**src/rtl/ras_pkg.sv**
```systemverilog
package ras_pkg;
  typedef enum logic {
    CTX_HOST  = 1'b0,
    CTX_GUEST = 1'b1
  } ctx_e;

  // control word layout: bit 1 flush request, bit 0 allow larger stack
  typedef struct packed {
    logic flush_req;
    logic allow_big;
  } gctl_t;
endpackage

```
**src/rtl/ras_depth_sel.sv**
```systemverilog
module ras_depth_sel
  import ras_pkg::*;
#(
  parameter int EXT_DEPTH = 64,
  parameter int LEG_DEPTH = 32,
  parameter int CNT_W     = $clog2(EXT_DEPTH + 1)
) (
  input  ctx_e             ctx,
  input  logic             allow_big,
  output logic [CNT_W-1:0] depth
);
  localparam logic [CNT_W-1:0] EXT_CAP = CNT_W'(EXT_DEPTH);
  localparam logic [CNT_W-1:0] LEG_CAP = CNT_W'(LEG_DEPTH);

  generate
    if (LEG_DEPTH >= EXT_DEPTH) begin : g_flat
      assign depth = EXT_CAP;
    end else begin : g_split
      always_comb begin
        if (ctx == CTX_GUEST && !allow_big) depth = LEG_CAP;
        else                                depth = EXT_CAP;
      end
    end
  endgenerate
endmodule

```
**src/rtl/ras_ptr_ctrl.sv**
```systemverilog
module ras_ptr_ctrl
  import ras_pkg::*;
#(
  parameter int EXT_DEPTH = 64,
  parameter int PTR_W     = $clog2(EXT_DEPTH),
  parameter int CNT_W     = $clog2(EXT_DEPTH + 1)
) (
  input  logic             clk,
  input  logic             rst,
  input  logic             flush,
  input  logic             push,
  input  logic             pop,
  input  ctx_e             ctx,
  input  logic [CNT_W-1:0] depth,
  input  logic             top_tag,
  output logic             hit,
  output logic [PTR_W-1:0] rd_idx,
  output logic             wr_en,
  output logic [PTR_W-1:0] wr_idx,
  output logic [CNT_W-1:0] cnt_q
);
  logic [PTR_W-1:0] tos_q, tos_pop, tos_nxt;
  logic [CNT_W-1:0] cnt_clamp, cnt_pop, cnt_nxt;

  always_comb begin
    if (flush)             cnt_clamp = '0;
    else if (cnt_q > depth) cnt_clamp = depth;
    else                   cnt_clamp = cnt_q;

    hit     = pop && (cnt_clamp != '0) && (top_tag == logic'(ctx));
    cnt_pop = cnt_clamp - CNT_W'(hit);
    tos_pop = tos_q - PTR_W'(hit);

    wr_en  = push;
    wr_idx = tos_pop + PTR_W'(1);

    if (push) begin
      tos_nxt = wr_idx;
      cnt_nxt = (cnt_pop >= depth) ? depth : cnt_pop + CNT_W'(1);
    end else begin
      tos_nxt = tos_pop;
      cnt_nxt = cnt_pop;
    end
  end

  assign rd_idx = tos_q;

  always_ff @(posedge clk) begin
    if (rst) begin
      tos_q <= '0;
      cnt_q <= '0;
    end else begin
      tos_q <= tos_nxt;
      cnt_q <= cnt_nxt;
    end
  end
endmodule

```
**src/rtl/ras_tagfile.sv**
```systemverilog
module ras_tagfile #(
  parameter int EXT_DEPTH = 64,
  parameter int PTR_W     = $clog2(EXT_DEPTH)
) (
  input  logic             clk,
  input  logic             rst,
  input  logic             wr_en,
  input  logic [PTR_W-1:0] wr_idx,
  input  logic             wr_tag,
  input  logic [PTR_W-1:0] rd_idx,
  output logic             rd_tag
);
  logic [EXT_DEPTH-1:0] tag_q;

  generate
    for (genvar i = 0; i < EXT_DEPTH; i++) begin : g_tag
      always_ff @(posedge clk) begin
        if (rst)                                   tag_q[i] <= 1'b0;
        else if (wr_en && wr_idx == PTR_W'(i))     tag_q[i] <= wr_tag;
      end
    end
  endgenerate

  assign rd_tag = tag_q[rd_idx];
endmodule

```
**src/rtl/ras_addr_ram.sv**
```systemverilog
module ras_addr_ram #(
  parameter int ADDR_W    = 32,
  parameter int EXT_DEPTH = 64,
  parameter int PTR_W     = $clog2(EXT_DEPTH)
) (
  input  logic              clk,
  input  logic              rst,
  input  logic              we,
  input  logic [PTR_W-1:0]  wa,
  input  logic [ADDR_W-1:0] wd,
  input  logic              re,
  input  logic [PTR_W-1:0]  ra,
  output logic [ADDR_W-1:0] rd_q
);
  logic [ADDR_W-1:0] mem [EXT_DEPTH];

  always_ff @(posedge clk) begin
    if (we) mem[wa] <= wd;
  end

  // read-first: a same-address write in this cycle is not seen
  always_ff @(posedge clk) begin
    if (rst)     rd_q <= '0;
    else if (re) rd_q <= mem[ra];
  end
endmodule

```
**src/rtl/ret_addr_stack.sv**
```systemverilog
module ret_addr_stack
  import ras_pkg::*;
#(
  parameter int ADDR_W    = 32,
  parameter int EXT_DEPTH = 64,
  parameter int LEG_DEPTH = 32
) (
  input  logic              clk,
  input  logic              rst,
  input  logic              call_i,
  input  logic              ret_i,
  input  logic [ADDR_W-1:0] call_addr_i,
  input  logic              guest_i,
  input  logic              ptbase_wr_i,
  input  logic              guest_entry_i,
  input  logic [1:0]        gctl_i,
  output logic [ADDR_W-1:0] pred_addr_o,
  output logic              pred_valid_o
);
  localparam int PTR_W = $clog2(EXT_DEPTH);
  localparam int CNT_W = $clog2(EXT_DEPTH + 1);

  ctx_e             ctx;
  gctl_t            gctl;
  logic             flush;
  logic [CNT_W-1:0] depth;
  logic [CNT_W-1:0] cnt_q;
  logic             top_tag;
  logic             hit;
  logic [PTR_W-1:0] rd_idx, wr_idx;
  logic             wr_en;
  logic             valid_q;

  assign ctx   = ctx_e'(guest_i);
  assign gctl  = gctl_t'(gctl_i);
  assign flush = ptbase_wr_i || (guest_entry_i && gctl.flush_req);

  ras_depth_sel #(
    .EXT_DEPTH(EXT_DEPTH), .LEG_DEPTH(LEG_DEPTH), .CNT_W(CNT_W)
  ) u_depth (
    .ctx(ctx), .allow_big(gctl.allow_big), .depth(depth)
  );

  ras_ptr_ctrl #(
    .EXT_DEPTH(EXT_DEPTH), .PTR_W(PTR_W), .CNT_W(CNT_W)
  ) u_ctrl (
    .clk(clk), .rst(rst), .flush(flush), .push(call_i), .pop(ret_i),
    .ctx(ctx), .depth(depth), .top_tag(top_tag), .hit(hit),
    .rd_idx(rd_idx), .wr_en(wr_en), .wr_idx(wr_idx), .cnt_q(cnt_q)
  );

  ras_tagfile #(
    .EXT_DEPTH(EXT_DEPTH), .PTR_W(PTR_W)
  ) u_tags (
    .clk(clk), .rst(rst), .wr_en(wr_en), .wr_idx(wr_idx),
    .wr_tag(logic'(ctx)), .rd_idx(rd_idx), .rd_tag(top_tag)
  );

  ras_addr_ram #(
    .ADDR_W(ADDR_W), .EXT_DEPTH(EXT_DEPTH), .PTR_W(PTR_W)
  ) u_ram (
    .clk(clk), .rst(rst), .we(wr_en), .wa(wr_idx), .wd(call_addr_i),
    .re(ret_i), .ra(rd_idx), .rd_q(pred_addr_o)
  );

  always_ff @(posedge clk) begin
    if (rst) valid_q <= 1'b0;
    else     valid_q <= hit;
  end

  assign pred_valid_o = valid_q;
endmodule

```
**config.mk**
```make
export PLATFORM = sky130hd
export DESIGN_NAME = ret_addr_stack
export DESIGN_NICKNAME = d
export VERILOG_FILES = /design/src/rtl/ras_pkg.sv /design/src/rtl/ras_depth_sel.sv /design/src/rtl/ras_ptr_ctrl.sv /design/src/rtl/ras_tagfile.sv /design/src/rtl/ras_addr_ram.sv /design/src/rtl/ret_addr_stack.sv
export SDC_FILE = /design/constraint.sdc
export NUM_CORES = 2
export LEC_CHECK = 0
export BUFFER_PORTS_ARGS = -buffer_cell sky130_fd_sc_hd__buf_2
export CAP_MARGIN = 20
export CORE_MARGIN = 1
export CORE_UTILIZATION = 50
export CTS_CLUSTER_SIZE = 8
export DETAILED_ROUTE_END_ITERATION = 7
export GPL_ROUTABILITY_DRIVEN = 0
export PLACE_DENSITY = 0.65
export SYNTH_ARGS = -nofsm -noshare
export SYNTH_HDL_FRONTEND = slang
export SYNTH_HIERARCHICAL = 1
export SYNTH_SLANG_ARGS = --single-unit
export TNS_END_PERCENT = 5
```
**constraint.sdc**
```tcl
create_clock -name clk -period 13.95 [get_ports clk]
set_clock_uncertainty 0.1 [all_clocks]
set_input_delay 0.6975 -clock clk [delete_from_list [all_inputs] [get_ports clk]]
set_output_delay 0.6975 -clock clk [all_outputs]
set_load 0.02 [all_outputs]
```
==> flow_summary.ini <==
[routing]
drc = 0
routed_wirelength_um = 223100
drtIter0Drc = 5896
routed-via-count = 44800
dr.pass1.iters = 6
vias_per_cell = 6.481
ant_nets = 0
wl_per_cell_um = 32.28

[global_routing]
grtUsageTotal_pct = 26.21
grt_pass1_vias = 44330
grt_max_degree = 121
antenna_found_initial = 8
grt_pass1_wl_um = 318600
grt-ovfl-total = 0

[cts]
holdBufCountCts = 0
ctsResizeCount = 0
root_buffer = clkbuf_16
post_cts_buffers = 0
cts_buffers = 320
ctsLongestPathBuffers = 4
cts_tree = built
cts_num_sinks = 2158
clk_pin_slew_worst_paths_ps = 50
h-tree-depth = 5
insertion_delay_ps = 950

[worst_setup_path]
path_delay_family = simple AND/OR/NAND/NOR gates
cp-start-kind = register
crit_path_end_kind = register
crit_path_cell_trace = mux4_1, mux4_2, or2_0, a32o_1, xnor2_1, nand2_1, a311oi_1, ha_1, or3_1, xor2_2, nand3_1, nor2_4, buf_4
critical_path_required_ps = 14400
path_buf_inv = 1
crit_start = u_ctrl/rd_idx[1]
ff2ff_setup_slack_ps = 6100
path_max_fanout = 26
r2r_start = u_ctrl/rd_idx[1]
critPathSlowestCell = xor2_2
worstSetupPathType = register to register
crit_arrival_ps = 8300
ff2ff_path_depth = 13
timing.rr.end = u_ram/mem[56][12]
slowest_delay_ps = 920

[floorplan]
die-area_mm2 = 0.1712
io_pins = 74
start_util_pct = 50.52
rows = 150
core_mm2 = 0.1678
die_h_um = 413.8
die_width_um = 413.8

[yosys]
avgSynthCellArea_um2 = 19.43
synth-seq-cells = 2158
syn_area_mm2 = 0.08477
yosysUniqueCellTypes = 92
synthFlopType = edfxtp_1
synth_edf_count = 2048
synth_cells = 4363
synthArstFlopShare_pct = 0
yosysWarnings = 6
ys_seq_area_share_pct = 75.15

[timing]
period_minus_slack_ps = 7846
hold_viol = 0
slew_viol_final = 0
fmax_mhz = 127.5
slew_headroom_pct = 12.93
worstMarginPinSlew_ps = 1290
rsz0062_at_grt = false
postLayoutSetupSlackWorst_ps = 6104
setup_viol_count_final = 0
period_share_pct = 56.24
fin_setup_tns_ps = 0

[hold_path]
hp-start = rst
hold_depth = 2
hold_class = primary input to register
worstHoldEndpoint = u_ctrl/rd_idx[0]

[layout]
nets = 4693
drive_gt1_share_pct = 23.72
syn_to_final_growth_pct = 14.25

[pwr]
p_total_mw = 17.61
p_per_area_mw_per_mm2 = 181.8
ir_drop_v = 0.0001399
leakagePower_nw = 29.87

[status]
status = complete, no violations

[placement]
place_hpwl_um = 127300
post-place-ws_ps = 4841
portBuffers = 73

[run]
cap_violations = 0
==> worst max-delay path by stage <==
stage | depth (start not counted) | slack [ps] | endpoint
6_report | 13 | 6100 | u_ram/mem[56][12]
5_1_grt | 19 | 5710 | u_ram/mem[56][12]
4_1_cts | 14 | 5620 | u_ram/mem[47][9]
3_5_place_dp | 16 | 4840 | u_ram/mem[47][8]
3_3_place_gp | 16 | 4990 | u_ram/mem[30][3]
2_1_floorplan | 19 | 6690 | u_ram/mem[49][0]
==> kinds of logic (layout without fill, tap and decap cells) <==
kind of cell | Yosys count | in the layout | synth area share (%)
simple gates | 528 | 528 | 3.027
other cells | 1 | 8 | 0.004424
mux | 727 | 727 | 14.63
buf+inv | 304 | 642 | 1.792
fa+ha+maj | 20 | 20 | 0.2952
compound gates | 612 | 612 | 4.967
flops | 2158 | 2158 | 75.15
xor+xnor | 13 | 13 | 0.1343
==> metal layers <==
metal | track usage, % | share of wire (%) | up-vias | wire length (µm)
met5 | 0 | 0 | - | 0
met4 | 8.114 | 2.8 | 0 | 6308
met3 | 5.495 | 9.9 | 379 | 22040
met2 | 40.45 | 47 | 2381 | 104600
met1 | 37.64 | 40 | 23540 | 90120
li1 | - | - | 18500 | -
==> cell usage in the layout (no fill, tap or decap), types with 41 or more instances in the layout <==
cell type,count
a21oi_1,144
a22oi_1,52
a31oi_1,41
buf_2,72
buf_4,136
clkbuf_1,61
clkbuf_16,328
dfxtp_1,105
edfxtp_1,2048
mux2_2,47
mux2i_1,277
mux4_2,396
nand2_1,157
nand3_1,70
nor2_1,84
nor2_4,64
o21ai_0,81
o221ai_1,52
o22ai_1,82
==> cell type report <==
| class | instances | area (µm²) |
|---|---|---|
| Fill cell | 12340 | 70940 |
| Multi-Input combinational cell | 1905 | 20110 |
| Antenna cell | 3 | 7.507 |
| Sequential cell | 2158 | 63720 |
| Timing Repair Buffer | 223 | 1668 |
| Clock buffer | 390 | 8451 |
| Tap cell | 2204 | 2758 |
| Inverter | 24 | 91.34 |
| Clock inverter | 5 | 45.04 |
==> registers in the layout, indices dropped and copies added (netlist names) <==
register       flops
u_ram/mem       2048
u_ram/rd_q        32
u_ctrl/rd_idx      6
u_tags/tag_q      64
pred_valid_o       1
u_ctrl/cnt_q       7
==> where the power goes <==
group          switching [mW]  internal [mW]  total, mW
logic                    2.17           1.20       3.38
registers               0.146           7.38       7.53
clock network            2.55           4.16       6.70
==> metrics by stage <==
stage	utilization (%)	instance area [µm²]	hold slack (ps)	cells
detailed placement	52.63	88300	344.6	6511
global placement	52.55	88160	337.7	6502
CTS	57.69	96800	65.08	6906
finish	57.72	96850	122.1	6912
global route	57.72	96840	98.55	6909
floorplan	-	84780	331.5	4367
==> Yosys cell counts (all sizes together), types with 4 or more instances <==
cell type | instances | area (µm²)
edfxtp | 2048 | 61500
or3b | 4 | 35.03
inv | 23 | 86.33
nand3b | 9 | 67.56
mux4 | 403 | 9102
a22oi | 52 | 390.4
and2 | 31 | 193.9
and3 | 5 | 31.28
ha | 20 | 250.2
o211ai | 7 | 52.55
o21a | 21 | 158.9
o221ai | 52 | 455.4
nor2b | 17 | 106.4
clkbuf | 139 | 543.0
a221o | 26 | 260.3
dfxtp | 110 | 2202
nand2b | 11 | 68.82
o21ai | 84 | 435.4
nand3 | 70 | 350.3
nor4 | 5 | 37.53
buf | 141 | 885.9
xor2 | 4 | 35.03
or2 | 8 | 50.06
mux2i | 277 | 2773
nor4bb | 6 | 60.06
nand4 | 19 | 125.1
nor2 | 151 | 576.8
nand4b | 5 | 43.79
a31oi | 41 | 256.5
nor3 | 12 | 65.06
a21oi | 145 | 729.5
o22ai | 82 | 513.0
a221oi | 31 | 271.5
nor4b | 5 | 68.82
a2111oi | 22 | 217.7
a211oi | 9 | 67.56
nand2 | 158 | 593.1
mux2 | 47 | 529.3
a311oi | 10 | 87.58
xnor2 | 9 | 78.83
(Power assumes the default switching activity.)
